`src/rtl/sbus_datapath.sv`:
```
module sbus_datapath #(
  parameter int W    = 32,
  parameter int NGPR = 32
) (
  input  logic         clk,
  input  logic         rst_n,
  input  logic         drv_rf,
  input  logic         drv_ext,
  input  logic         drv_alu,
  input  logic         drv_mem,
  input  logic         cap_ir,
  input  logic         cap_a,
  input  logic         cap_b,
  input  logic         cap_ma,
  input  logic [2:0]   rf_sel,
  input  logic         rf_we,
  input  logic         st_mem,
  input  logic [1:0]   imm_mode,
  input  logic [1:0]   alu_fn,
  input  logic         alu_pass,
  input  logic [W-1:0] mem_rdata,
  input  logic         mem_busy,
  output logic [5:0]   opcode,
  output logic         zero,
  output logic         mem_stall,
  output logic [W-1:0] mem_addr,
  output logic [W-1:0] mem_wdata,
  output logic         mem_we,
  output logic         mem_rd
);
  localparam int NENT   = NGPR + 1;
  localparam int IW     = $clog2(NENT);
  localparam int PC_IDX = NGPR;
  localparam int LNK    = NGPR - 1;

  logic [W-1:0] ir_q, a_q, b_q, ma_q;
  logic [W-1:0] rf [NENT];
  logic [W-1:0] bus, rf_rd, ext_val, alu_val;
  logic [IW-1:0] rf_idx;

  always_comb begin
    case (rf_sel)
      3'd0:    rf_idx = IW'(ir_q[25:21]);
      3'd1:    rf_idx = IW'(ir_q[20:16]);
      3'd2:    rf_idx = IW'(ir_q[15:11]);
      3'd3:    rf_idx = IW'(LNK);
      3'd4:    rf_idx = IW'(PC_IDX);
      default: rf_idx = '0;
    endcase
  end

  assign rf_rd = (rf_idx == '0) ? '0 : rf[rf_idx];

  always_comb begin
    case (imm_mode)
      2'd0:    ext_val = {{(W-16){ir_q[15]}}, ir_q[15:0]};
      2'd1:    ext_val = {{(W-18){ir_q[15]}}, ir_q[15:0], 2'b00};
      2'd2:    ext_val = {rf[PC_IDX][W-1:W-4], ir_q[25:0], 2'b00};
      default: ext_val = W'(4);
    endcase
  end

  always_comb begin
    if (alu_pass) alu_val = a_q;
    else begin
      case (alu_fn)
        2'd0:    alu_val = a_q + b_q;
        2'd1:    alu_val = a_q - b_q;
        2'd2:    alu_val = a_q & b_q;
        default: alu_val = a_q | b_q;
      endcase
    end
  end

  assign bus = ({W{drv_rf}}  & rf_rd)   |
               ({W{drv_ext}} & ext_val) |
               ({W{drv_alu}} & alu_val) |
               ({W{drv_mem}} & mem_rdata);

  always_ff @(posedge clk or negedge rst_n) begin
    if (!rst_n) begin
      ir_q <= '0;
      a_q  <= '0;
      b_q  <= '0;
      ma_q <= '0;
    end else begin
      if (cap_ir) ir_q <= bus;
      if (cap_a)  a_q  <= bus;
      if (cap_b)  b_q  <= bus;
      if (cap_ma) ma_q <= bus;
    end
  end

  always_ff @(posedge clk or negedge rst_n) begin
    if (!rst_n) begin
      for (int i = 0; i < NENT; i++) rf[i] <= '0;
    end else if (rf_we && rf_idx != '0) begin
      rf[rf_idx] <= bus;
    end
  end

  assign opcode    = ir_q[31:26];
  assign zero      = (a_q == '0);
  assign mem_stall = mem_busy;
  assign mem_addr  = ma_q;
  assign mem_wdata = bus;
  assign mem_we    = st_mem;
  assign mem_rd    = drv_mem;
endmodule

```
`config.mk`:
```
export PLATFORM = sky130hd
export DESIGN_NAME = sbus_datapath
export DESIGN_NICKNAME = d
export VERILOG_FILES = /design/src/rtl/sbus_datapath.sv
export SDC_FILE = /design/constraint.sdc
export NUM_CORES = 2
export LEC_CHECK = 0
export BUFFER_PORTS_ARGS = -buffer_cell sky130_fd_sc_hd__buf_4
export CORE_UTILIZATION = 59
export CTS_BUF_LIST = sky130_fd_sc_hd__clkbuf_4
export DETAILED_ROUTE_END_ITERATION = 6
export PLACE_DENSITY_LB_ADDON = 0.12
export SLEW_MARGIN = 20
export SYNTH_ARGS = -nofsm -noshare
export SYNTH_HDL_FRONTEND = slang
export SYNTH_SLANG_ARGS = --single-unit
export TNS_END_PERCENT = 100
```
`constraint.sdc`:
```
create_clock -name clk -period 9.5 [get_ports clk]
set_input_delay 2.85 -clock clk [delete_from_list [all_inputs] [get_ports clk]]
set_output_delay 2.85 -clock clk [all_outputs]
set_load 0.02 [all_outputs]
```
==> flow_metrics.py <==
metrics = {
    "power": {
        "p_leak_nw": 27.4,
        "power_density_nw_per_um2": 319,
        "finalPower_mw": 19.9,
        "largest_voltage_drop_on_the_vdd_net_mv": 0.194,
    },
    "critical_path": {
        "timing.critical_path.fanout_max": 53,
        "timing.critical_path.required_ns": 6.65,
        "arrival_time_at_the_worst_endpoint_ns": 6.66,
        "worstSetupEndpointType": "output pin",
        "startpoint_type": "input pin",
        "path_class": "in -> out",
    },
    "grt": {
        "total_routing_usage_gr": 0.442,
        "grt_pass1_vias": 48091,
        "grt_overflow_total": 0,
        "largest_net_degree_at_the_start_of_global_routing": 173,
        "first_pass_grt_wire_length_um": 311000,
        "number_of_antenna_violations_at_the_first_check_in_global_routing": 9,
    },
    "clocking": {
        "clock_tree_from_tritoncts": "done",
        "clkLatencyLatePin_ns": 1.25,
        "cts_inserted_buffers": 324,
        "cts_max_path_buffers": 4,
        "clkTransAtPathRegs_ns": 0.06,
        "cts_hold_repair.buffers": 0,
        "numClockSinks": 1182,
        "htree_levels": 5,
        "clock-root-buffer": "sky130_fd_sc_hd__clkbuf_4",
    },
    "floorplan": {
        "fp.dieW_um": 310,
        "initial_core_util": 0.597,
        "i_o_pin_total": 127,
        "fp.dieArea_um2": 95900,
        "floorplan.die.height_um": 310,
        "fp-row-count": 112,
        "core_area_um2": 93600,
    },
    "placement": {
        "dp_slack_ns": 0.0744,
        "placement.io_buffers": 122,
        "placed_cell_area_um2": 58500,
        "post_detail_place_hpwl_um": 134000,
        "placedCellCount": 7468,
        "global_placement_routability_congestion": 0.976,
    },
    "routing": {
        "drt_first_iter_violations": 7755,
        "overall_via_count_from_detail_route": 51639,
        "drc": 0,
        "first_pass_iters": 7,
        "wl_um": 211000,
        "antenna_left": 0,
        "vias_per_cell": 6.46,
        "routedWlPerCell_um": 26.4,
    },
    "final_layout": {
        "post_route_cells_drive_above_1_share": 0.151,
        "instances_no_fill": 7996,
        "final_design_area_no_fill_um2": 62400,
        "finish.utilization": 0.667,
        "area_growth_pct": 11.8,
        "fin_nets": 6629,
        "filler_cell_count": 7908,
    },
    "sta": {
        "fin_skew_ns": 0.0994,
        "worst-slew-pin-transition_ns": 1.27,
        "setup_viol": 1,
        "fin_crit_ns": 9.51,
        "slew-limit-headroom": 0.151,
        "finalSetupTns_ns": -0.0125,
        "hold_ws_ns": 0.379,
        "fin_crit_sh": 1.00,
        "achievable-frequency_mhz": 105,
        "final_max_slew_viol_count": 0,
        "rsz0062_at_grt": "true",
        "count_of_endpoints_failing_hold_in_the_final_timing_report": 0,
        "setup_slack_ns": -0.0125,
    },
    "synth": {
        "syn-mean-instance-area_um2": 8.69,
        "synthArstFlopShare": 1.00,
        "syn-instance-count": 6427,
        "ys_ff_latch": 1182,
        "syn_nets": 6515,
        "synth_enable_flop_cells": 0,
        "synth_ff_type": "sky130_fd_sc_hd__dfrtp_1",
        "yosys_warning_total": 0,
        "synth.lib_cells_used.distinct": 96,
        "seq_area_frac_synth": 0.530,
        "mappedNetlistArea_um2": 55900,
    },
    "run_status": {
        "failed_checks": "negative setup slack",
        "status": "complete, but fails checks",
    },
    "flow_run": {
        "drv_cap": 0,
    },
    "min_path": {
        "hold_path.class": "reg -> reg",
    },
}
[area by class of cell]
class	count	area (um2)	area share
antenna	11	27.5	0.000441
clock buffer	476	3570	0.0572
clock inverter	40	265	0.00425
inverter	54	203	0.00325
multi-input combinational	4582	23700	0.380
sequential	1182	29600	0.474
tap	1254	1570	0.0251
timing repair buffer	397	3490	0.0559
[synthesized netlist by cell type (all sizes together), types with 10 or more instances]
master | number | area (um2)
o211ai | 25 | 188
a211oi | 29 | 278
a311oi | 19 | 190
a22oi | 50 | 375
nor2 | 1181 | 4440
and2 | 10 | 62.6
a21boi | 11 | 82.6
mux2 | 36 | 405
buf | 288 | 1550
a22o | 16 | 140
nor4 | 24 | 150
a2bb2oi | 13 | 114
dfrtp | 1182 | 29600
o21ai | 244 | 1220
a21oi | 1241 | 6220
nor3 | 28 | 173
nor2b | 15 | 93.8
a221oi | 17 | 149
xor2 | 27 | 236
clkbuf | 321 | 1200
nand3 | 221 | 1110
o21a | 12 | 90.1
inv | 53 | 199
nand2 | 799 | 3000
xnor2 | 28 | 245
o22ai | 97 | 607
a31oi | 94 | 594
mux2i | 54 | 541
ha | 34 | 425
and3 | 47 | 294
a222oi | 11 | 110
o22a | 10 | 87.6
o221ai | 51 | 459
nand4 | 12 | 75.1
[layer usage]
metal	track usage	vias to the layer above	routed length, um
met5	0	-	126
met4	0.234	12	11800
met3	0.144	736	28200
met2	0.639	3631	91000
met1	0.591	24683	80200
li1	-	22577	-
[critical path: stages]
cell and delay (ns):
sky130_fd_sc_hd__buf_4 0.25, sky130_fd_sc_hd__inv_1 0.30, sky130_fd_sc_hd__a211oi_4 0.75, sky130_fd_sc_hd__buf_12 0.36, sky130_fd_sc_hd__mux2_2 0.38, sky130_fd_sc_hd__o221ai_1 0.17
sky130_fd_sc_hd__o21ai_0 0.13, sky130_fd_sc_hd__a21oi_1 0.45, sky130_fd_sc_hd__nor4_1 0.16, sky130_fd_sc_hd__buf_4 0.20, sky130_fd_sc_hd__a211oi_4 0.28, sky130_fd_sc_hd__inv_1 0.11
sky130_fd_sc_hd__buf_4 0.17
[logic make-up (layout without fill, tap and decap cells)]
logic type      Yosys count  in the layout  synth area share
simple gates           2375           2375             0.174
compound gates         2027           2027             0.210
flops                  1182           1182             0.530
buf+inv                 663            967            0.0529
mux                      90             90            0.0169
xor+xnor                 55             55           0.00862
fa+ha+maj                35             35           0.00797
other cells               0             11                 0
[what timing repair did]
action / 4_1_cts / 5_1_grt
setup endpoints to repair: 0 / 4
gates resized for setup: 0 / 3
setup buffers: 0 / 0
[power by group]
group | leakage [nW] | switching (mW) | internal (mW) | total [mW]
clock | 2.33 | 2.11 | 2.37 | 4.48
sequential | 14.0 | 1.38 | 7.29 | 8.67
combinational | 11.1 | 4.18 | 2.58 | 6.75
[state kept, by name, summed over array words and instances (netlist names)]
register	cells
mem_addr	32
ir_q	32
rf	1054
a_q	32
b_q	32
[path summary, 6_finish.rpt]
| kind | start | endpoint | slack (ns) | cells after the start |
|---|---|---|---|---|
| min | rf[1054]$_DFFE_PN0P_ | rf[1054]$_DFFE_PN0P_ | 0.38 | 0 |
| max in group asynchronous | rst_n | rf[418]$_DFFE_PN0P_ | 6.01 | 3 |
| max | rf_sel[0] | mem_wdata[26] | -0.01 | 13 |
| min reg2reg | rf[1054]$_DFFE_PN0P_ | rf[1054]$_DFFE_PN0P_ | 0.38 | 0 |
| min in group asynchronous | rst_n | rf[378]$_DFFE_PN0P_ | 1.68 | 1 |
| max reg2reg | b_q[4]$_DFFE_PN0P_ | rf[891]$_DFFE_PN0P_ | 3.72 | 17 |
[cells in the final DEF (no fill, tap or decap), types with 22 or more instances in the layout]
cell | Yosys | routed
sky130_fd_sc_hd__nor2_1 | 1180 | 1151
sky130_fd_sc_hd__a22oi_1 | 50 | 49
sky130_fd_sc_hd__o22ai_1 | 97 | 97
sky130_fd_sc_hd__o221ai_1 | 49 | 49
sky130_fd_sc_hd__nor2_4 | 0 | 25
sky130_fd_sc_hd__dfrtp_1 | 1182 | 1182
sky130_fd_sc_hd__xnor2_1 | 28 | 28
sky130_fd_sc_hd__nand3_1 | 220 | 218
sky130_fd_sc_hd__nand2_1 | 797 | 795
sky130_fd_sc_hd__ha_1 | 34 | 34
sky130_fd_sc_hd__a21oi_1 | 1239 | 1239
sky130_fd_sc_hd__clkinv_1 | 1 | 26
sky130_fd_sc_hd__o211ai_1 | 25 | 25
sky130_fd_sc_hd__inv_1 | 53 | 53
sky130_fd_sc_hd__mux2_2 | 35 | 35
sky130_fd_sc_hd__buf_12 | 0 | 41
sky130_fd_sc_hd__mux2i_1 | 54 | 54
sky130_fd_sc_hd__buf_4 | 35 | 356
sky130_fd_sc_hd__a31oi_1 | 93 | 93
sky130_fd_sc_hd__clkbuf_4 | 0 | 476
sky130_fd_sc_hd__o21ai_0 | 237 | 237
sky130_fd_sc_hd__and3_1 | 47 | 43
sky130_fd_sc_hd__xor2_1 | 27 | 27
sky130_fd_sc_hd__nor4_1 | 24 | 22
sky130_fd_sc_hd__nor3_1 | 24 | 24
Note: power is estimated with default switching activity, not from simulation.
